--- src/rtl/pmcg_pkg.sv ---
package pmcg_pkg;

    typedef enum logic [2:0] {
        PM_RST   = 3'd0,
        PM_RUN   = 3'd1,
        PM_WAIT  = 3'd2,
        PM_STOP  = 3'd3,
        PM_DEBUG = 3'd4
    } pm_state_e;

    typedef struct packed {
        logic core;
        logic mem;
        logic periph;
        logic wdog;
        logic can;
        logic pwm_off;
    } gate_t;

endpackage

--- src/rtl/pmcg_rst_seq.sv ---
module pmcg_rst_seq #(
    parameter int STRETCH = 16
) (
    input  logic clk,
    input  logic por_n,
    input  logic pin_rst_n,
    input  logic wdog_to,
    input  logic sw_rst_req,
    output logic src_hit,
    output logic cold_hit,
    output logic sys_rst
);
    localparam int CW = $clog2(STRETCH + 1);

    logic [CW-1:0] cnt;

    // ranked sources: pin (cold) outranks watchdog, watchdog outranks software
    always_comb begin
        cold_hit = 1'b0;
        src_hit  = 1'b1;
        if (!pin_rst_n)      cold_hit = 1'b1;
        else if (wdog_to)    cold_hit = 1'b0;
        else if (sw_rst_req) cold_hit = 1'b0;
        else                 src_hit  = 1'b0;
    end

    always_ff @(posedge clk or negedge por_n) begin
        if (!por_n)          cnt <= CW'(STRETCH);
        else if (src_hit)    cnt <= CW'(STRETCH);
        else if (cnt != '0)  cnt <= cnt - CW'(1);
    end

    assign sys_rst = (cnt != '0);

    AST_RST_ON_SOURCE: assert property (@(posedge clk) disable iff (!por_n)
        src_hit |=> sys_rst);
    AST_STRETCH_BOUND: assert property (@(posedge clk) disable iff (!por_n)
        cnt <= CW'(STRETCH));
endmodule

--- src/rtl/pmcg_mode_fsm.sv ---
module pmcg_mode_fsm
    import pmcg_pkg::*;
#(
    parameter int NIRQ = 4
) (
    input  logic            clk,
    input  logic            por_n,
    input  logic            sys_rst,
    input  logic            dbg_enter,
    input  logic            dbg_exit,
    input  logic            wait_req,
    input  logic            stop_req,
    input  logic [NIRQ-1:0] irq,
    input  logic            can_wake,
    input  logic            cfg_stop_can_off,
    output pm_state_e       state
);
    pm_state_e nxt;
    logic      wake_q;
    logic      low_pwr;
    logic      wake_cond;

    assign low_pwr   = (state == PM_WAIT) || (state == PM_STOP);
    assign wake_cond = ((state == PM_WAIT) && (|irq)) ||
                       ((state == PM_STOP) && ((|irq) || (can_wake && !cfg_stop_can_off)));

    always_comb begin
        nxt = state;
        unique case (state)
            PM_RST:   if (!sys_rst) nxt = PM_RUN;
            PM_RUN: begin
                if (dbg_enter)     nxt = PM_DEBUG;
                else if (stop_req) nxt = PM_STOP;
                else if (wait_req) nxt = PM_WAIT;
            end
            PM_WAIT, PM_STOP: begin
                if (dbg_enter)     nxt = PM_DEBUG;
                else if (wake_q)   nxt = PM_RUN;
            end
            PM_DEBUG: if (dbg_exit) nxt = PM_RUN;
            default:  nxt = PM_RST;
        endcase
        if (sys_rst) nxt = PM_RST;
    end

    always_ff @(posedge clk or negedge por_n) begin
        if (!por_n) begin
            state  <= PM_RST;
            wake_q <= 1'b0;
        end else begin
            state  <= nxt;
            wake_q <= wake_cond && !wake_q && !sys_rst;
        end
    end

    AST_WAKE_TO_RUN: assert property (@(posedge clk) disable iff (!por_n)
        (low_pwr && wake_q && !dbg_enter && !sys_rst) |=> (state == PM_RUN));
    AST_DEBUG_WINS: assert property (@(posedge clk) disable iff (!por_n)
        (low_pwr && dbg_enter && !sys_rst) |=> (state == PM_DEBUG));
    AST_RESET_STATE: assert property (@(posedge clk) disable iff (!por_n)
        sys_rst |=> (state == PM_RST));
endmodule

--- src/rtl/pmcg_gate_dec.sv ---
module pmcg_gate_dec
    import pmcg_pkg::*;
(
    input  pm_state_e state,
    input  logic      cfg_wait_wdog_off,
    input  logic      cfg_wait_pwm_off,
    input  logic      cfg_stop_wdog_off,
    input  logic      cfg_stop_can_off,
    input  logic      cfg_dbg_pwm_off,
    output gate_t     gate
);
    always_comb begin
        gate = '{core: 1'b1, mem: 1'b1, periph: 1'b1, wdog: 1'b1, can: 1'b1, pwm_off: 1'b0};
        unique case (state)
            PM_RST:   gate.pwm_off = 1'b1;
            PM_RUN:   ;
            PM_WAIT: begin
                gate.core    = 1'b0;
                gate.mem     = 1'b0;
                gate.wdog    = !cfg_wait_wdog_off;
                gate.pwm_off = cfg_wait_pwm_off;
            end
            PM_STOP: begin
                gate.core    = 1'b0;
                gate.mem     = 1'b0;
                gate.periph  = 1'b0;
                gate.wdog    = !cfg_stop_wdog_off;
                gate.can     = !cfg_stop_can_off;
                gate.pwm_off = 1'b1;
            end
            PM_DEBUG: begin
                gate.wdog    = 1'b0;
                gate.pwm_off = cfg_dbg_pwm_off;
            end
            default:  gate.pwm_off = 1'b1;
        endcase
    end
endmodule

--- src/rtl/pmcg_sw_regs.sv ---
module pmcg_sw_regs
    import pmcg_pkg::*;
(
    input  logic      clk,
    input  logic      por_n,
    input  pm_state_e state,
    input  logic      src_hit,
    input  logic      cold_hit,
    input  logic      sys_rst,
    input  logic      boot_wr,
    input  logic      boot_val,
    input  logic      pll_wr,
    input  logic      pll_val,
    output logic      boot_mode,
    output logic      pll_pd
);
    logic wr_ok;

    assign wr_ok = (state == PM_RUN) && !src_hit && !sys_rst;

    always_ff @(posedge clk or negedge por_n) begin
        if (!por_n)                boot_mode <= 1'b0;
        else if (cold_hit)         boot_mode <= 1'b0;
        else if (wr_ok && boot_wr) boot_mode <= boot_val;
    end

    always_ff @(posedge clk or negedge por_n) begin
        if (!por_n)                pll_pd <= 1'b0;
        else if (src_hit || sys_rst) pll_pd <= 1'b0;
        else if (wr_ok && pll_wr)  pll_pd <= pll_val;
    end

    AST_BOOT_RETAINED: assert property (@(posedge clk) disable iff (!por_n)
        (!cold_hit && (state != PM_RUN)) |=> $stable(boot_mode));
    AST_COLD_CLEARS_BOOT: assert property (@(posedge clk) disable iff (!por_n)
        cold_hit |=> !boot_mode);
endmodule

--- src/rtl/pmcg_ctrl.sv ---
module pmcg_ctrl
    import pmcg_pkg::*;
#(
    parameter int NIRQ    = 4,
    parameter int STRETCH = 16
) (
    input  logic            clk,
    input  logic            por_n,
    input  logic            pin_rst_n,
    input  logic            wdog_to,
    input  logic            sw_rst_req,
    input  logic            dbg_enter,
    input  logic            dbg_exit,
    input  logic            wait_req,
    input  logic            stop_req,
    input  logic            can_wake,
    input  logic [NIRQ-1:0] irq,
    input  logic            cfg_wait_wdog_off,
    input  logic            cfg_wait_pwm_off,
    input  logic            cfg_stop_wdog_off,
    input  logic            cfg_stop_can_off,
    input  logic            cfg_dbg_pwm_off,
    input  logic            boot_wr,
    input  logic            boot_val,
    input  logic            pll_wr,
    input  logic            pll_val,
    output logic            core_ce,
    output logic            mem_ce,
    output logic            periph_ce,
    output logic            wdog_ce,
    output logic            can_ce,
    output logic            pwm_off,
    output logic            sys_rst,
    output logic            boot_mode,
    output logic            pll_pd
);
    logic      src_hit;
    logic      cold_hit;
    pm_state_e state;
    gate_t     gate;

    pmcg_rst_seq #(.STRETCH(STRETCH)) u_rst (
        .clk(clk), .por_n(por_n), .pin_rst_n(pin_rst_n), .wdog_to(wdog_to),
        .sw_rst_req(sw_rst_req), .src_hit(src_hit), .cold_hit(cold_hit),
        .sys_rst(sys_rst)
    );

    pmcg_mode_fsm #(.NIRQ(NIRQ)) u_fsm (
        .clk(clk), .por_n(por_n), .sys_rst(sys_rst), .dbg_enter(dbg_enter),
        .dbg_exit(dbg_exit), .wait_req(wait_req), .stop_req(stop_req),
        .irq(irq), .can_wake(can_wake), .cfg_stop_can_off(cfg_stop_can_off),
        .state(state)
    );

    pmcg_gate_dec u_dec (
        .state(state), .cfg_wait_wdog_off(cfg_wait_wdog_off),
        .cfg_wait_pwm_off(cfg_wait_pwm_off), .cfg_stop_wdog_off(cfg_stop_wdog_off),
        .cfg_stop_can_off(cfg_stop_can_off), .cfg_dbg_pwm_off(cfg_dbg_pwm_off),
        .gate(gate)
    );

    pmcg_sw_regs u_regs (
        .clk(clk), .por_n(por_n), .state(state), .src_hit(src_hit),
        .cold_hit(cold_hit), .sys_rst(sys_rst), .boot_wr(boot_wr),
        .boot_val(boot_val), .pll_wr(pll_wr), .pll_val(pll_val),
        .boot_mode(boot_mode), .pll_pd(pll_pd)
    );

    assign core_ce   = gate.core;
    assign mem_ce    = gate.mem;
    assign periph_ce = gate.periph;
    assign wdog_ce   = gate.wdog;
    assign can_ce    = gate.can;
    assign pwm_off   = gate.pwm_off;

    AST_DEBUG_WDOG_OFF: assert property (@(posedge clk) disable iff (!por_n)
        (state == PM_DEBUG) |-> (!wdog_ce && core_ce));
    AST_LOWPWR_CORE_OFF: assert property (@(posedge clk) disable iff (!por_n)
        ((state == PM_WAIT) || (state == PM_STOP)) |-> (!core_ce && !mem_ce));
    AST_STOP_KEEPS_PLL: assert property (@(posedge clk) disable iff (!por_n)
        ((state == PM_STOP) && ($past(state) == PM_RUN)) |-> (pll_pd == $past(pll_pd)));
endmodule

--- config.mk ---
export PLATFORM = sky130hd
export DESIGN_NAME = pmcg_ctrl
export DESIGN_NICKNAME = d
export VERILOG_FILES = /design/src/rtl/pmcg_pkg.sv /design/src/rtl/pmcg_rst_seq.sv /design/src/rtl/pmcg_mode_fsm.sv /design/src/rtl/pmcg_gate_dec.sv /design/src/rtl/pmcg_sw_regs.sv /design/src/rtl/pmcg_ctrl.sv
export SDC_FILE = /design/constraint.sdc
export NUM_CORES = 1
export LEC_CHECK = 0
export CAP_MARGIN = 0
export CORE_UTILIZATION = 35
export DETAILED_ROUTE_END_ITERATION = 6
export GPL_ROUTABILITY_DRIVEN = 0
export PLACE_DENSITY = 0.71
export SETUP_SLACK_MARGIN = 0.3
export SLEW_MARGIN = 20
export SYNTH_ARGS = -nofsm -noshare
export SYNTH_HDL_FRONTEND = slang
export SYNTH_SLANG_ARGS = --single-unit
--- constraint.sdc ---
create_clock -name clk -period 1.7 [get_ports clk]
set_input_delay 0.425 -clock clk [delete_from_list [all_inputs] [get_ports clk]]
set_output_delay 0.425 -clock clk [all_outputs]
set_load 0.01 [all_outputs]
== Word level (Yosys, flattened, before mapping) ==
Cells that the tools add are included.
Storage, ports and cells
  register bits: 11
  bits of input ports: 23
  logic and storage cells: 61
  output and inout bits: 9
Cells by class
  reduce and logical (&&, ||, !) cells: 25
  add/subtract/negate cells: 1
  muxes and demuxes: 22
  equal/unequal tests: 8
Operator list (number)
  $mux 3: 7
  $pmux 3 s4: 1
  $mux 5: 2
  $logic_and 1x1->1: 9
  $mux 1: 9
  $eq 3x2->1 const B: 2
  $logic_not 1->1: 6
  $pmux 1 s3: 2
  $ne 5x4->1 const B: 1
  $reduce_bool 5->1: 1
  $sub 5x1->5 const B: 1
  $ne 4x1->1 const B: 1
  $reduce_bool 2->1: 2
  $reduce_or 4->1: 1
  $eq 3x1->1 const B: 1
  $eq 3x3->1 const B: 1
  $logic_not 3->1: 1
  $logic_or 1x1->1: 3
  $ne 3x2->1 const B: 1
  $reduce_and 3->1: 1
  $mux 2: 1
  $ne 2x1->1 const B: 1
  $reduce_or 2->1: 1

== Longest topological paths before layout ==
Gate-level depths: netlist of run 1.
  depth in word-level cells: 9
  mapped depth: 6
  gate-level depth less buffers: 6

== Cells and area by module ==
From an unflattened synthesis of run 1, not the netlist that was laid out.
Second synthesis, totals
  cells, all modules: 76
  area, all modules: 718.2 sq um
By module, submodules not included
  pmcg_rst_seq: area each 279.0 sq um, cells each 28, seq. area each 126.4 sq um, instances 1
  pmcg_mode_fsm: area each 236.5 sq um, cells each 24, seq. area each 100.1 sq um, instances 1
  pmcg_sw_regs: area each 115.1 sq um, cells each 12, seq. area each 50.0 sq um, instances 1
  pmcg_gate_dec: area each 87.6 sq um, cells each 12, seq. area each 0.0 sq um, instances 1

== Worst setup path before layout of run 1 ==
OpenSTA, ideal clock, no wires.
  kind: register to output
  start: register u_rst.cnt[0]
  end: output port sys_rst
  arrival time: 1.088 ns
  cell stages (with the launch flop): 5
  slack: 0.187 ns
  data required time: 1.275 ns
  path buffers: 0
  path through: dfrtp_1 -> inv_1 -> ha_1 -> nor4b_4 -> inv_2
Between the ends
  word-level cells in the longest chain between the ends: 1
RTL lines
  start, declared: RTL line pmcg_rst_seq.sv:15  | logic [CW-1:0] cnt;
  start signal, assigned: RTL line pmcg_rst_seq.sv:28  | if (!por_n) cnt <= CW'(STRETCH);
  start signal, assigned: RTL line pmcg_rst_seq.sv:29  | else if (src_hit) cnt <= CW'(STRETCH);
  start signal, assigned: RTL line pmcg_rst_seq.sv:30  | else if (cnt != '0) cnt <= cnt - CW'(1);
  $reduce_bool 5->1: RTL line pmcg_rst_seq.sv:33  | assign sys_rst = (cnt != '0);
  end, declared: RTL line pmcg_ctrl.sv:33  | output logic sys_rst,
Every way passes these cells.

== Final worst setup path of run 1 ==
Same ends and word-level chain as after synthesis.

==> results of run 1 <==
## per-layer routing
| metal | global-route usage, % | vias to the layer above | routed length [um] |
|---|---|---|---|
| met5 | 0 | - | 0 |
| met4 | 6.67 | 0 | 20 |
| met3 | 7.54 | 4 | 103 |
| met2 | 37.7 | 19 | 1370 |
| met1 | 31.2 | 411 | 1010 |
| li1 | - | 385 | - |
## cells by family (layout without fill, tap and decap cells)
group | count (synthesis) | count (layout) | synth area share (%)
compound gates | 12 | 12 | 13.2
xor+xnor | 1 | 1 | 1.32
fa+ha+maj | 1 | 1 | 1.88
buf+inv | 6 | 68 | 4.14
flops | 11 | 11 | 41.6
mux | 3 | 3 | 4.52
simple gates | 39 | 39 | 33.3
## cells in the mapped netlist (2+ instances only)
cell and n:
a211oi_1 3, a21oi_1 2, dfrtp_1 10, inv_1 3, mux2i_1 3, nand2_1 9, nand2b_1 2, nand3b_1 2
nor2_1 11, nor3_1 4, nor3b_1 2, nor4b_1 2, o21ai_0 2
## worst register-to-register path: stages, from the launching register on
cell	delay, ns
dfrtp_1	0.40
inv_2	0.08
ha_4	0.13
nor4b_4	0.25
inv_2	0.08
buf_4	0.14
buf_8	0.13
nand3b_1	0.12
a21oi_2	0.07
## state kept, by name, indices dropped and copies added, names as in the netlist
| name | cells |
|---|---|
| u_regs.boot_mode | 1 |
| u_regs.pll_pd | 1 |
| u_rst.cnt | 5 |
| u_fsm.state | 3 |
| u_fsm.wake_q | 1 |
## per-stage QoR
step                      cells  setup slack, ns  area, um2
final                       160          -0.0621       1400
after global routing        160           -0.154       1400
after CTS                   155          -0.0375       1280
after detailed placement    142           -0.451       1110
after global placement      142           -0.430       1110
after floorplan              73            0.212        669
## worst max-delay path by stage
stage / slack [ns] / to
finish: -0.06 / sys_rst
global route: -0.15 / sys_rst
CTS: -0.04 / sys_rst
detailed placement: -0.45 / pwm_off
global placement: -0.43 / pwm_off
floorplan: 0.21 / sys_rst
## layout make-up
cell class	count	share of cell area, %
clock buffers	3	1.61
multi-input cells	56	34.7
well taps	25	2.24
inverters	4	1.07
repair buffers	60	40.2
flip-flops and latches	11	19.9
clock inverters	1	0.358
## report_power, final
part / switching (W) / total, W / leakage, nW / internal [W]
clock network: 0.0000959 / 0.000183 / 0.0177 / 0.0000873
registers: 0.00000725 / 0.000276 / 0.147 / 0.000269
logic: 0.0000712 / 0.000176 / 0.439 / 0.000105
## repair_timing
action | CTS | global route
endpoints found under the setup margin | 13 | 19
gates resized for setup | 55 | 21
setup buffers | 9 | 5
pin swaps | 7 | 6
cloned | 0 | 0
hold endpoints to repair | 0 | 0
==> results.toml, run 1 <==
[sta]
period_minus_slack_ns = 1.76
fin_ws_ns = -0.0621
rsz0062_at_grt = "true"
fin_skew_ns = 0.00102
whs_ns = 0.492
fin_setup_tns_ns = -0.147
hold_violations = 0
setup-violations-final = 3
worst_pin_slew_ns = 0.526
relSlewSlack_pct = 64.8
period_share_pct = 104
slew_violations = 0
fmax_mhz = 568

[final_layout]
fill_cells = 110
synthToLayoutAreaGrowth_pct = 111
regArea_um2 = 278
drive_gt1_share_pct = 50.4
final_util_pct = 80.1
diodes = 0
final_cell_mix = "clkdlybuf4s50_1, buf_4, buf_6"
multiInputGateArea_um2 = 485
mostFrequentLayoutCell = "clkdlybuf4s50_1"
final_nets = 160

[synth]
postSynth.asyncResetShare_pct = 100
synthTopCellsByArea = "dfrtp_1, nor2_1, nand2_1, mux2i_1, dfstp_2"
synth_nets = 97
avgSynthCellArea_um2 = 9.10
synth_top_area_cell = "dfrtp_1"
synth_flop_cell = "dfrtp_1"
yosysSeqAreaShare_pct = 41.6
ys_ff_latch = 11
ys_types = 31
synth_cells = 73
synth_warnings = 0
synth_area_um2 = 664
synth_top_area_share_pct = 37.7
synth_edf_count = 0

[clock_tree]
clk_pin_slew_ns = 0.07
worstSkewPairLatency_ns = 0.27
ctsLongestPathBuffers = 2
hold_buffers = 0
numClockSinks = 11
cts_tree = "built"
htree_num_levels = 1
cts_buffers = 3
clockRootBuffer = "clkbuf_4"

[setup_path]
r2r-start = "u_rst.cnt[0]$_DFFE_PN0P_"
critPathMaxFanout = 2
crit_family = "flip-flops"
r2r_cells = 8
cp.arrival_ns = 1.34
critPathMaxStageDelay_ns = 0.40
r2r_slack_ns = 0.18
critPathSlowestCell = "dfrtp_1"
rr_endpoint = "u_rst.cnt[2]$_DFFE_PN0P_"
required_ns = 1.27
crit_path_start = "u_rst.cnt[0]$_DFFE_PN0P_"
worstPathCellList = "inv_2 > ha_4 > nor4b_4 > inv_2 > buf_6"
end_kind = "primary output"
cp-start-kind = "register"
path_depth = 5
path_buf_inv = 3
cpMostUsedCell = "inv_2"
worstSetupPathType = "register to primary output"

[run_status]
violations = "setup timing"
status = "finished with violations"

[hold_path]
hold_path.class = "input pin to asynchronous set/reset pin"

[floorplan]
fp.dieArea_mm2 = 0.00208
fp.coreArea_mm2 = 0.00175
rows = 15
num_io_pins = 32
start_util_pct = 38.1
die_w_um = 45.6
fp.dieH_um = 45.6

[drt]
drc = 0
ant_nets = 0
drtIter0Drc = 8
routedWlPerCell_um = 15.6
via_count = 819
wirelength_um = 2500
avgViaCountPerCell = 5.12
drt_pass1_iterations = 4

[run]
drv_cap = 0

[grt]
grt_max_degree = 12
antenna_found_initial = 0
grt_overflow = 0
grt_pass1_vias = 740
track_usage_pct = 23.9
grt_pass1_wl_um = 3400

[power_and_ir_drop]
max-vdd-ir-drop_uv = 530
p_leak_nw = 0.604
p_per_area_mw_per_mm2 = 454
power.total_w = 0.000636

[placement]
dp_hpwl_um = 1410
portBuffers = 31
No activity file was read; power rests on OpenSTA's default activity.
==> run 2: changes to the inputs <==
--- a/config.mk
+++ b/config.mk
@@ -7,11 +7,11 @@
 export LEC_CHECK = 0
 export CAP_MARGIN = 0
 export CORE_UTILIZATION = 35
+export CTS_CLUSTER_SIZE = 20
 export DETAILED_ROUTE_END_ITERATION = 6
 export GPL_ROUTABILITY_DRIVEN = 0
 export PLACE_DENSITY = 0.71
 export SETUP_SLACK_MARGIN = 0.3
-export SLEW_MARGIN = 20
 export SYNTH_ARGS = -nofsm -noshare
 export SYNTH_HDL_FRONTEND = slang
 export SYNTH_SLANG_ARGS = --single-unit
==> results of run 2 <==
The final DEF is identical to that of run 1; final timing and power are the same.
